[config.mk]
export PLATFORM = sky130hd
export DESIGN_NAME = icycle_seq
export DESIGN_NICKNAME = d
export VERILOG_FILES = /design/src/rtl/icycle_pkg.sv /design/src/rtl/icycle_ctrl.sv /design/src/rtl/icycle_dpath.sv /design/src/rtl/icycle_seq.sv
export SDC_FILE = /design/constraint.sdc
export NUM_CORES = 1
export LEC_CHECK = 0
export ABC_AREA = 0
export BUFFER_PORTS_ARGS = -buffer_cell sky130_fd_sc_hd__buf_4
export CORE_UTILIZATION = 42
export DETAILED_ROUTE_END_ITERATION = 12
export GPL_TIMING_DRIVEN = 0
export PLACE_DENSITY = 0.76
export SLEW_MARGIN = 20
export SYNTH_ARGS = -nofsm -noshare
export SYNTH_HDL_FRONTEND = slang
export SYNTH_HIERARCHICAL = 1
export SYNTH_SLANG_ARGS = --single-unit
[constraint.sdc]
create_clock -name clk -period 2.2 [get_ports clk]
set_input_delay 0.22 -clock clk [delete_from_list [all_inputs] [get_ports clk]]
set_output_delay 0.22 -clock clk [all_outputs]
set_load 0.03 [all_outputs]
[src/rtl/icycle_pkg.sv]
package icycle_pkg;

  // Issue kind presented each instruction cycle
  typedef enum logic [1:0] {
    KIND_NOP  = 2'd0,
    KIND_ONE  = 2'd1,
    KIND_HEAD = 2'd2,
    KIND_PAIR = 2'd3
  } kind_e;

  // Strobes from control to datapath, valid on the cycle-ending clock
  typedef struct packed {
    logic advance;  // instruction cycle ends at this edge
    logic loadW0;   // start a new instruction from progData
    logic loadW1;   // capture continuation word
    logic zeroW;    // issue a NOP next cycle
    logic jump;     // fetch from target instead of next word
  } step_t;

  localparam logic [3:0] CONT_NIBBLE = 4'hF;

endpackage

[src/rtl/icycle_ctrl.sv]
module icycle_ctrl
  import icycle_pkg::*;
#(
  parameter int NPH = 4
) (
  input  logic           clk,
  input  logic           rst,
  input  logic [3:0]     progTop,
  input  logic           hintTwoWord,
  input  logic           hintPcChange,
  input  logic           hintCondTrue,
  output logic [NPH-1:0] phaseStb,
  output kind_e          kind,
  output step_t          step
);

  localparam int PW = (NPH > 1) ? $clog2(NPH) : 1;

  logic [PW-1:0] phase;
  logic          lastPhase;
  kind_e         nextKind;
  logic          flushReq;

  assign lastPhase = (phase == PW'(NPH - 1));

  always_ff @(posedge clk) begin
    if (rst)            phase <= '0;
    else if (lastPhase) phase <= '0;
    else                phase <= phase + 1'b1;
  end

  for (genvar g = 0; g < NPH; g++) begin : g_stb
    assign phaseStb[g] = (phase == PW'(g));
  end

  // Only a finished instruction (single or completed pair) may flush
  assign flushReq = ((kind == KIND_ONE) || (kind == KIND_PAIR)) &&
                    (hintPcChange || hintCondTrue);

  always_comb begin
    nextKind     = kind;
    step         = '0;
    step.advance = lastPhase;
    if (lastPhase) begin
      if (kind == KIND_HEAD) begin
        nextKind    = KIND_PAIR;
        step.loadW1 = 1'b1;
      end else if (flushReq) begin
        nextKind   = KIND_NOP;
        step.zeroW = 1'b1;
        step.jump  = hintPcChange;
      end else if (progTop == CONT_NIBBLE) begin
        nextKind   = KIND_NOP;
        step.zeroW = 1'b1;
      end else begin
        nextKind    = hintTwoWord ? KIND_HEAD : KIND_ONE;
        step.loadW0 = 1'b1;
      end
    end
  end

  always_ff @(posedge clk) begin
    if (rst)            kind <= KIND_NOP;
    else if (lastPhase) kind <= nextKind;
  end

endmodule

[src/rtl/icycle_dpath.sv]
module icycle_dpath
  import icycle_pkg::*;
#(
  parameter int AW = 8,
  parameter int CW = 16,
  parameter int W  = 16
) (
  input  logic          clk,
  input  logic          rst,
  input  step_t         step,
  input  logic [W-1:0]  progData,
  input  logic [AW-1:0] hintTarget,
  output logic [AW-1:0] fetchAddr,
  output logic [W-1:0]  issueWord0,
  output logic [W-1:0]  issueWord1,
  output logic [CW-1:0] cycleCount
);

  always_ff @(posedge clk) begin
    if (rst) begin
      fetchAddr  <= '0;
      cycleCount <= '0;
    end else if (step.advance) begin
      fetchAddr  <= step.jump ? hintTarget : fetchAddr + 1'b1;
      cycleCount <= cycleCount + 1'b1;
    end
  end

  always_ff @(posedge clk) begin
    if (rst) begin
      issueWord0 <= '0;
      issueWord1 <= '0;
    end else if (step.loadW0) begin
      issueWord0 <= progData;
      issueWord1 <= '0;
    end else if (step.loadW1) begin
      issueWord1 <= progData;
    end else if (step.zeroW) begin
      issueWord0 <= '0;
      issueWord1 <= '0;
    end
  end

endmodule

[src/rtl/icycle_seq.sv]
module icycle_seq
  import icycle_pkg::*;
#(
  parameter int AW  = 8,
  parameter int CW  = 16,
  parameter int NPH = 4
) (
  input  logic           clk,
  input  logic           rst,
  input  logic [15:0]    progData,
  input  logic           hintTwoWord,
  input  logic           hintPcChange,
  input  logic           hintCondTrue,
  input  logic [AW-1:0]  hintTarget,
  output logic [NPH-1:0] phaseStb,
  output logic [AW-1:0]  fetchAddr,
  output logic [15:0]    issueWord0,
  output logic [15:0]    issueWord1,
  output logic [1:0]     issueKind,
  output logic           issueNop,
  output logic [CW-1:0]  cycleCount
);

  step_t stepBus;
  kind_e kindNow;

  icycle_ctrl #(.NPH(NPH)) uCtrl (
    .clk          (clk),
    .rst          (rst),
    .progTop      (progData[15:12]),
    .hintTwoWord  (hintTwoWord),
    .hintPcChange (hintPcChange),
    .hintCondTrue (hintCondTrue),
    .phaseStb     (phaseStb),
    .kind         (kindNow),
    .step         (stepBus)
  );

  icycle_dpath #(.AW(AW), .CW(CW), .W(16)) uDpath (
    .clk        (clk),
    .rst        (rst),
    .step       (stepBus),
    .progData   (progData),
    .hintTarget (hintTarget),
    .fetchAddr  (fetchAddr),
    .issueWord0 (issueWord0),
    .issueWord1 (issueWord1),
    .cycleCount (cycleCount)
  );

  assign issueKind = kindNow;
  assign issueNop  = (kindNow == KIND_NOP);

endmodule

==> metrics.md, run 1 <==
| Metric | Value |
|---|---|
| CP max FO | 10 |
| CP Class | reg -> reg |
| Number of synthesized flops with an enable pin | 0 |
| Routed Antenna Nets | 0 |
| Status | complete, no violations |
| Critical path data arrival time | 2.20 ns |
| Syn Nets | 361 |
| Gr ovfl total | 0 |
| DP Wirelength | approximately 5.4 mm |
| Initial antenna violation count | 0 |
| Max-slew violation count | 0 |
| Slew headroom | between 60% and 70% |
| Hold Path Class | in -> reg |
| Starting density of the core | 43.5% |
| Hold WS | 0.104 ns |
| Async SR Flop Fraction | 0% |
| Ratio of cells with drive above 1 in the final layout | 32.0% |
| Final Hold Fails | 0 |
| Post-Synthesis Cells | 326 |
| Clock slew at reported path FFs | around 0.07 ns |
| Fin crit share | 90.3% |
| Leakage | 0.00157 µW |
| Commonest cells after routing, fill and taps aside | buf_4 (93), dfxtp_1 (60), a21oi_1 (44) |
| Via count | 2787 |
| Power per cell area | 629 mW/mm² |
| Most used DFF post-synth | dfxtp_1 |
| Peak VDD IR | 358 µV |
| Number of buffers and inverters on the critical path | 3 |
| Max-Cap Viols | 0 |
| First-pass GRT wire length | 11.7 mm |
| Mean Syn Cell Area | 8.52 µm² |
| Die H | 83.3 µm |
| Num rows | 29 |
| Vias in the first global route | 2442 |
| N_diodes | 0 |
| Worst Path Required | 2.41 ns |
| Clock latency on the worst-skew pair | 0.33 ns |
| Max frequency | 503 MHz |
| Placed Cells | just under 500 |
| CTS Buffer Depth | 2 |
| DR vias/cell | 5.49 |
| Clock tree sinks | 60 |
| Cell accounting for the most synthesized area | dfxtp_1 |
| Placer Congestion | 0.827 |
| Largest net degree at the start of global routing | 11 |
| CTS Buf Count | 9 |
| Post-synthesis sequential area ratio | approximately 43% |
| Core area | 0.00639 mm² |
| Residual DRC | 0 |
| Family with the most delay on the worst path | buffers and inverters |
| DRT iter0 DRCs | 200 |
| CP cell instances | ha_2, o21ai_0, nor2_1, buf_2, or2_2, clkbuf_1, clkbuf_2, nor2_1 |
| RSZ-0062 raised after global routing | false |
| Die X | 83.3 µm |
| Routed wire per std cell | 14.4 µm |
| Slew @ Worst Pin | 0.543 ns |
| Port bufs | 91 |
| Setup crit end kind | register |
| Commonest non-fill, non-tap cell in the layout | buf_4 |
| Endpoints failing setup | 0 |
| Total GRT Usage | approximately a fifth |
| Cell mode on critical path | nor2_1 |
| DRT Pass-1 Iters | 4 |
| #FFs+latches synth | 60 |
| Cts hold-fix bufs | 0 |
| Slowest stage delay, CP | 0.39 ns |
| CP max stage cell | dfxtp_1 |
| CTS tree | yes |
| Final std cells w/o fill | ~510 |
| Ports | 92 |
| Area delta synth->final | 35.0% |
| Top cells by area, synth | dfxtp_1 (43%), a21oi_1 (7.9%), nor3b_1 (4.9%) |
| Final nets | 462 |
| Setup TNS | 0 ns |
| Htree depth | 3 |
| Top cell type's share of synthesized area | between 40% and 50% |
| Final min period | 1.99 ns |
| Startpoint Class | register |
| Worst Clk Skew | 0.00575 ns |
| Synth Cell Area | 0.00278 mm² |
| WL final | approximately 7.3 mm |
| CTS Root Buffer Type | clkbuf_8 |
| Die Area | 0.00695 mm² |
| Yosys cell types | 41 |
| Warning count from the yosys run | 6 |
what timing repair did:
item	4_1_cts	5_1_grt
resized for setup	3	3
pin swaps	0	0
setup endpoints to repair	20	21
buffers inserted	0	0
cloned	0	0
cells by family after synthesis:
kind of cell	after synthesis	synth area share, %
AOI/OAI and AO/OA	85	18.3
xor gates and xnor gates	4	1.26
adders and majority gates	6	2.70
buffers and inverters	36	5.81
DFF	60	43.2
muxes	9	3.51
and+or+nand+nor	126	25.2
final timing paths:
| check | start | endpoint | slack [ns] | depth (start not counted) |
|---|---|---|---|---|
| setup / recovery | uCtrl/phase[0]$_SDFF_PP0_ | uDpath/issueWord1[9]$_SDFFE_PP0P_ | 0.21 | 8 |
| hold / removal | rst | uCtrl/phase[0]$_SDFF_PP0_ | 0.10 | 2 |
| hold reg to reg | uCtrl/phase[0]$_SDFF_PP0_ | uCtrl/phase[0]$_SDFF_PP0_ | 0.50 | 1 |
| setup reg to reg | uCtrl/phase[0]$_SDFF_PP0_ | uDpath/issueWord1[9]$_SDFFE_PP0P_ | 0.21 | 8 |
power breakdown:
group | internal (µW) | switching (µW) | leakage, µW
clock | 541 | 416 | 0.0000979
combinational | 110 | 162 | 0.000986
sequential | 1110 | 22.1 | 0.000484
total | 1760 | 599 | 0.00157
metal layers:
| metal | track usage [%] | share of wire (%) | up-vias |
|---|---|---|---|
| met4 | 8.46 | 1.3 | 0 |
| met3 | 3.68 | 5.6 | 10 |
| met2 | 33.9 | 49 | 84 |
| met5 | 0 | 0 | - |
| met1 | 26.9 | 44 | 1325 |
| li1 | - | - | 1368 |
worst reg2reg max path: cells and delay by family, from the launching register on:
kind,cells,cell delay [ns]
flops,1,0.39
simple gates,3,0.31
buf+inv,3,0.72
compound gates,1,0.16
fa+ha+maj,1,0.30
area by class of cell:
class | count | area (µm²)
plain buffers | 25 | 125
inverters | 10 | 37.5
flip-flops and latches | 60 | 1200
multi-input cells | 230 | 1420
clock inverters | 5 | 52.6
fillers | 587 | 2630
repair buffers | 91 | 683
well taps | 77 | 96.3
clock buffers | 10 | 138
flip-flops by register name, summed over array words and instances (netlist names):
register,cells
uCtrl/phase,2
uCtrl/kind,2
uDpath/issueWord0,16
uDpath/cycleCount,16
uDpath/issueWord1,16
uDpath/fetchAddr,8
per-stage QoR:
stage	total power (µW)	worst slack [ns]	util [%]	cell area (µm²)
2_1_floorplan	1310	0.309	-	2780
3_3_place_gp	1420	-0.0106	55.7	3560
3_5_place_dp	1430	-0.0927	55.7	3560
4_1_cts	2390	0.0614	58.8	3750
5_1_grt	2470	0.0273	58.8	3750
6_report	2360	0.213	58.8	3750
cells in the mapped netlist (2+ instances only):
cell and instances:
nor3_1 2, mux2_2 6, o211ai_1 16, o21ai_0 7
xor2_1 3, o31ai_1 5, or3_1 2, dfxtp_1 60
nor2_1 33, inv_1 9, buf_2 9, nand3_1 3
buf_4 2, buf_1 3, clkbuf_1 11, a31oi_1 4
a211oi_1 4, ha_1 6, nor2b_1 10, or4_1 6
nor4_1 7, mux2i_1 3, nand4_1 7, a21oi_1 44
nand4_4 2, a31o_2 2, nor3b_1 18, nand2b_1 2
nand2_1 28
Note: power is estimated with default switching activity, not from simulation.
==> run 2: changes to the inputs <==
--- a/config.mk
+++ b/config.mk
@@ -7,6 +7,7 @@
 export LEC_CHECK = 0
 export ABC_AREA = 0
 export BUFFER_PORTS_ARGS = -buffer_cell sky130_fd_sc_hd__buf_4
+export CORE_ASPECT_RATIO = 0.5
 export CORE_UTILIZATION = 42
 export DETAILED_ROUTE_END_ITERATION = 12
 export GPL_TIMING_DRIVEN = 0
==> run 2 against run 1 <==
Net effect: via count fell by 3.1%; sequential power barely moved; count of clock-buffer cells in the layout rose by 2; sequential share of layout area fell by 1.2 points; clock skew fell by 0.0028 ns; clock power rose by 46%; final area rose by 3.7%; critical path type unchanged; largest cell class unchanged.
==> metrics.md, run 2 (synthesis results as in run 1) <==
| Metric | Value |
|---|---|
| CP cell instances | ha_4, o21ai_0, a21oi_1, clkbuf_2, inv_1, clkbuf_1, o211ai_1, a21oi_1 |
| Max-Cap Viols | 0 |
| Total GRT Usage | about 22% |
| Die X | roughly 120 µm |
| CTS Root Buffer Type | clkbuf_16 |
| Routed wire per std cell | 14.1 µm |
| DR vias/cell | 5.18 |
| WL final | about 7.3 mm |
| DP Wirelength | approximately 5.3 mm |
| Worst Path Required | 2.40 ns |
| Ratio of cells with drive above 1 in the final layout | approximately a third |
| Comb pwr share | 9.7% |
| Fin area | 0.00389 mm² |
| Placed Cells | 505 |
| Slowest stage delay, CP | 0.43 ns |
| Reg2Reg Setup Slack | 0.16 ns |
| Hold endpoint | uCtrl/kind[1]$_SDFFE_PP0P_ |
| Final std cells w/o fill | 521 |
| Commonest non-fill, non-tap cell in the layout | buf_4 |
| CTS Buffer Depth | 2 |
| Final min period | 2.04 ns |
| Cell mode on critical path | a21oi_1 |
| Setup crit end kind | register |
| Gr ovfl total | 0 |
| Reg2Reg Capture Point | uDpath/issueWord0[3]$_SDFFE_PP0P_ |
| Placer Congestion | around 0.81 |
| Num rows | 20 |
| Clock slew at reported path FFs | ~0.050 ns |
| CP max stage cell | dfxtp_1 |
| CTS Buf Count | 9 |
| Power per cell area | 723 mW/mm² |
| Clock share of power | 49.9% |
| Commonest cells after routing, fill and taps aside | buf_4 (93), dfxtp_1 (60), a21oi_1 (44) |
| R2R cell count | 8 |
| Final core utilization | 62.5% |
| Hold Path Class | in -> reg |
| Routed Antenna Nets | 0 |
| CP max FO | 10 |
| CP Class | reg -> reg |
| N_diodes | 0 |
| R2r startpoint | uCtrl/phase[0]$_SDFF_PP0_ |
| Total power | 2810 µW |
| Core area | 0.00623 mm² |
| Max-slew violation count | 0 |
| Sw power | 659 µW |
| Largest net degree at the start of global routing | 11 |
| Ports | between 90 and 100 |
| Slew @ Worst Pin | ~0.51 ns |
| First-pass GRT wire length | 11.5 mm |
| Final Hold Fails | 0 |
| Clock tree sinks | 60 |
| CTS tree | yes |
| Worst Clk Skew | 0.00296 ns |
| Peak VDD IR | 338 µV |
| Initial antenna violation count | 0 |
| Port bufs | a little over 90 |
| Startpoint Class | register |
| Die Area | 0.00697 mm² |
| FILL cells | 549 |
| Clock latency on the worst-skew pair | approximately 0.32 ns |
| Die H | 59.5 µm |
| Residual DRC | 0 |
| Endpoints failing setup | 0 |
| Largest registers | uDpath/cycleCount x16, uDpath/issueWord0 x16, uDpath/issueWord1 x16 |
| Int Pwr | 2160 µW |
| Final nets | 463 |
| Slew headroom | about 66% |
| Leakage | 0.00162 µW |
| DRT Pass-1 Iters | 4 |
| Critical path data arrival time | 2.24 ns |
| Status | complete, no violations |
| Sequential share of power | roughly two fifths |
| Fin crit share | 92.7% |
| Switch share | 23.4% |
| Via count | 2701 |
| Starting density of the core | between 40% and 50% |
| Worst hold path startpoint | rst |
| Htree depth | 3 |
| Area delta synth->final | 40.1% |
| Vias in the first global route | 2319 |
| DP Area | 0.00357 mm² |
| Hold Path Stages | 2 |
| RSZ-0062 raised after global routing | false |
| Max frequency | roughly 500 MHz |
| DRT iter0 DRCs | 196 |
==> run 2: changes by cell type in the layout (fill, tap and decap cells not counted) <==
cell / previous run / this run
clkbuf_2: 3 / 2
ha_4: 0 / 1
ha_2: 1 / 0
clkbuf_1: 7 / 9
clkinv_2: 3 / 2
buf_1: 2 / 3
clkbuf_16: 0 / 9
clkbuf_8: 10 / 2
==> run 2: how the worst max path moves through the flow <==
stage / from / end / slack [ns] / depth (start not counted)
final: uCtrl/phase[0]$_SDFF_PP0_ / uDpath/issueWord0[3]$_SDFFE_PP0P_ / 0.16 / 8
after global routing: uCtrl/kind[0]$_SDFFE_PP0P_ / uDpath/issueWord0[3]$_SDFFE_PP0P_ / 0.02 / 8
after CTS: uCtrl/phase[0]$_SDFF_PP0_ / uDpath/issueWord1[5]$_SDFFE_PP0P_ / 0.08 / 8
after detailed placement: uCtrl/phase[0]$_SDFF_PP0_ / uDpath/issueWord0[3]$_SDFFE_PP0P_ / -0.07 / 8
after global placement: uCtrl/phase[0]$_SDFF_PP0_ / uDpath/issueWord1[8]$_SDFFE_PP0P_ / -0.02 / 8
after floorplan: uCtrl/kind[0]$_SDFFE_PP0P_ / uDpath/issueWord1[10]$_SDFFE_PP0P_ / 0.31 / 8
==> run 2: timing repair <==
item,in CTS,in global routing
hold buffers,0,0
gates resized for setup,2,6
pin swaps,0,0
buffers inserted,0,0
endpoints found under the setup margin,20,18
==> run 2: layout make-up <==
type	instances	area, µm²	area share, %
multi-input combinational	230	1430	36.7
clock inverter	4	47.5	1.22
clock buffer	12	256	6.59
sequential	60	1200	30.9
tap	88	110	2.83
timing repair buffer	91	683	17.6
buffer	26	128	3.28
inverter	10	37.5	0.964
==> run 2: critical path, delay by kind of cell (launching register included) <==
family	cells	cell delay [ns]
compound gates	4	0.66
buf+inv	3	0.59
flops	1	0.43
fa+ha+maj	1	0.23
==> run 2: per-stage QoR <==
step / hold WS (ns) / worst slack, ns / setup TNS, ns
after floorplan: 0.289 / 0.309 / 0
after global placement: 0.455 / -0.0207 / -0.186
after detailed placement: 0.458 / -0.0736 / -0.701
after CTS: 0.107 / 0.0812 / 0
after global routing: 0.119 / 0.0230 / 0
final: 0.121 / 0.160 / 0
==> run 2: routing by layer <==
metal / global-route usage [%] / wire [µm] / up-vias
met5: 0 / 0 / -
met4: 5.97 / 40 / 0
li1: - / - / 1372
met3: 6.34 / 369 / 5
met2: 33.1 / 3300 / 70
met1: 31.0 / 3620 / 1254
==> run 2: power groups by stage <==
stage / Sequential [µW] / Combinational [µW] / Clock, µW
6_report: 1140 / 274 / 1400
2_1_floorplan: 1190 / 122 / 0
5_1_grt: 1140 / 296 / 1490
4_1_cts: 1130 / 273 / 1430
3_5_place_dp: 1150 / 271 / 0
3_3_place_gp: 1150 / 268 / 0
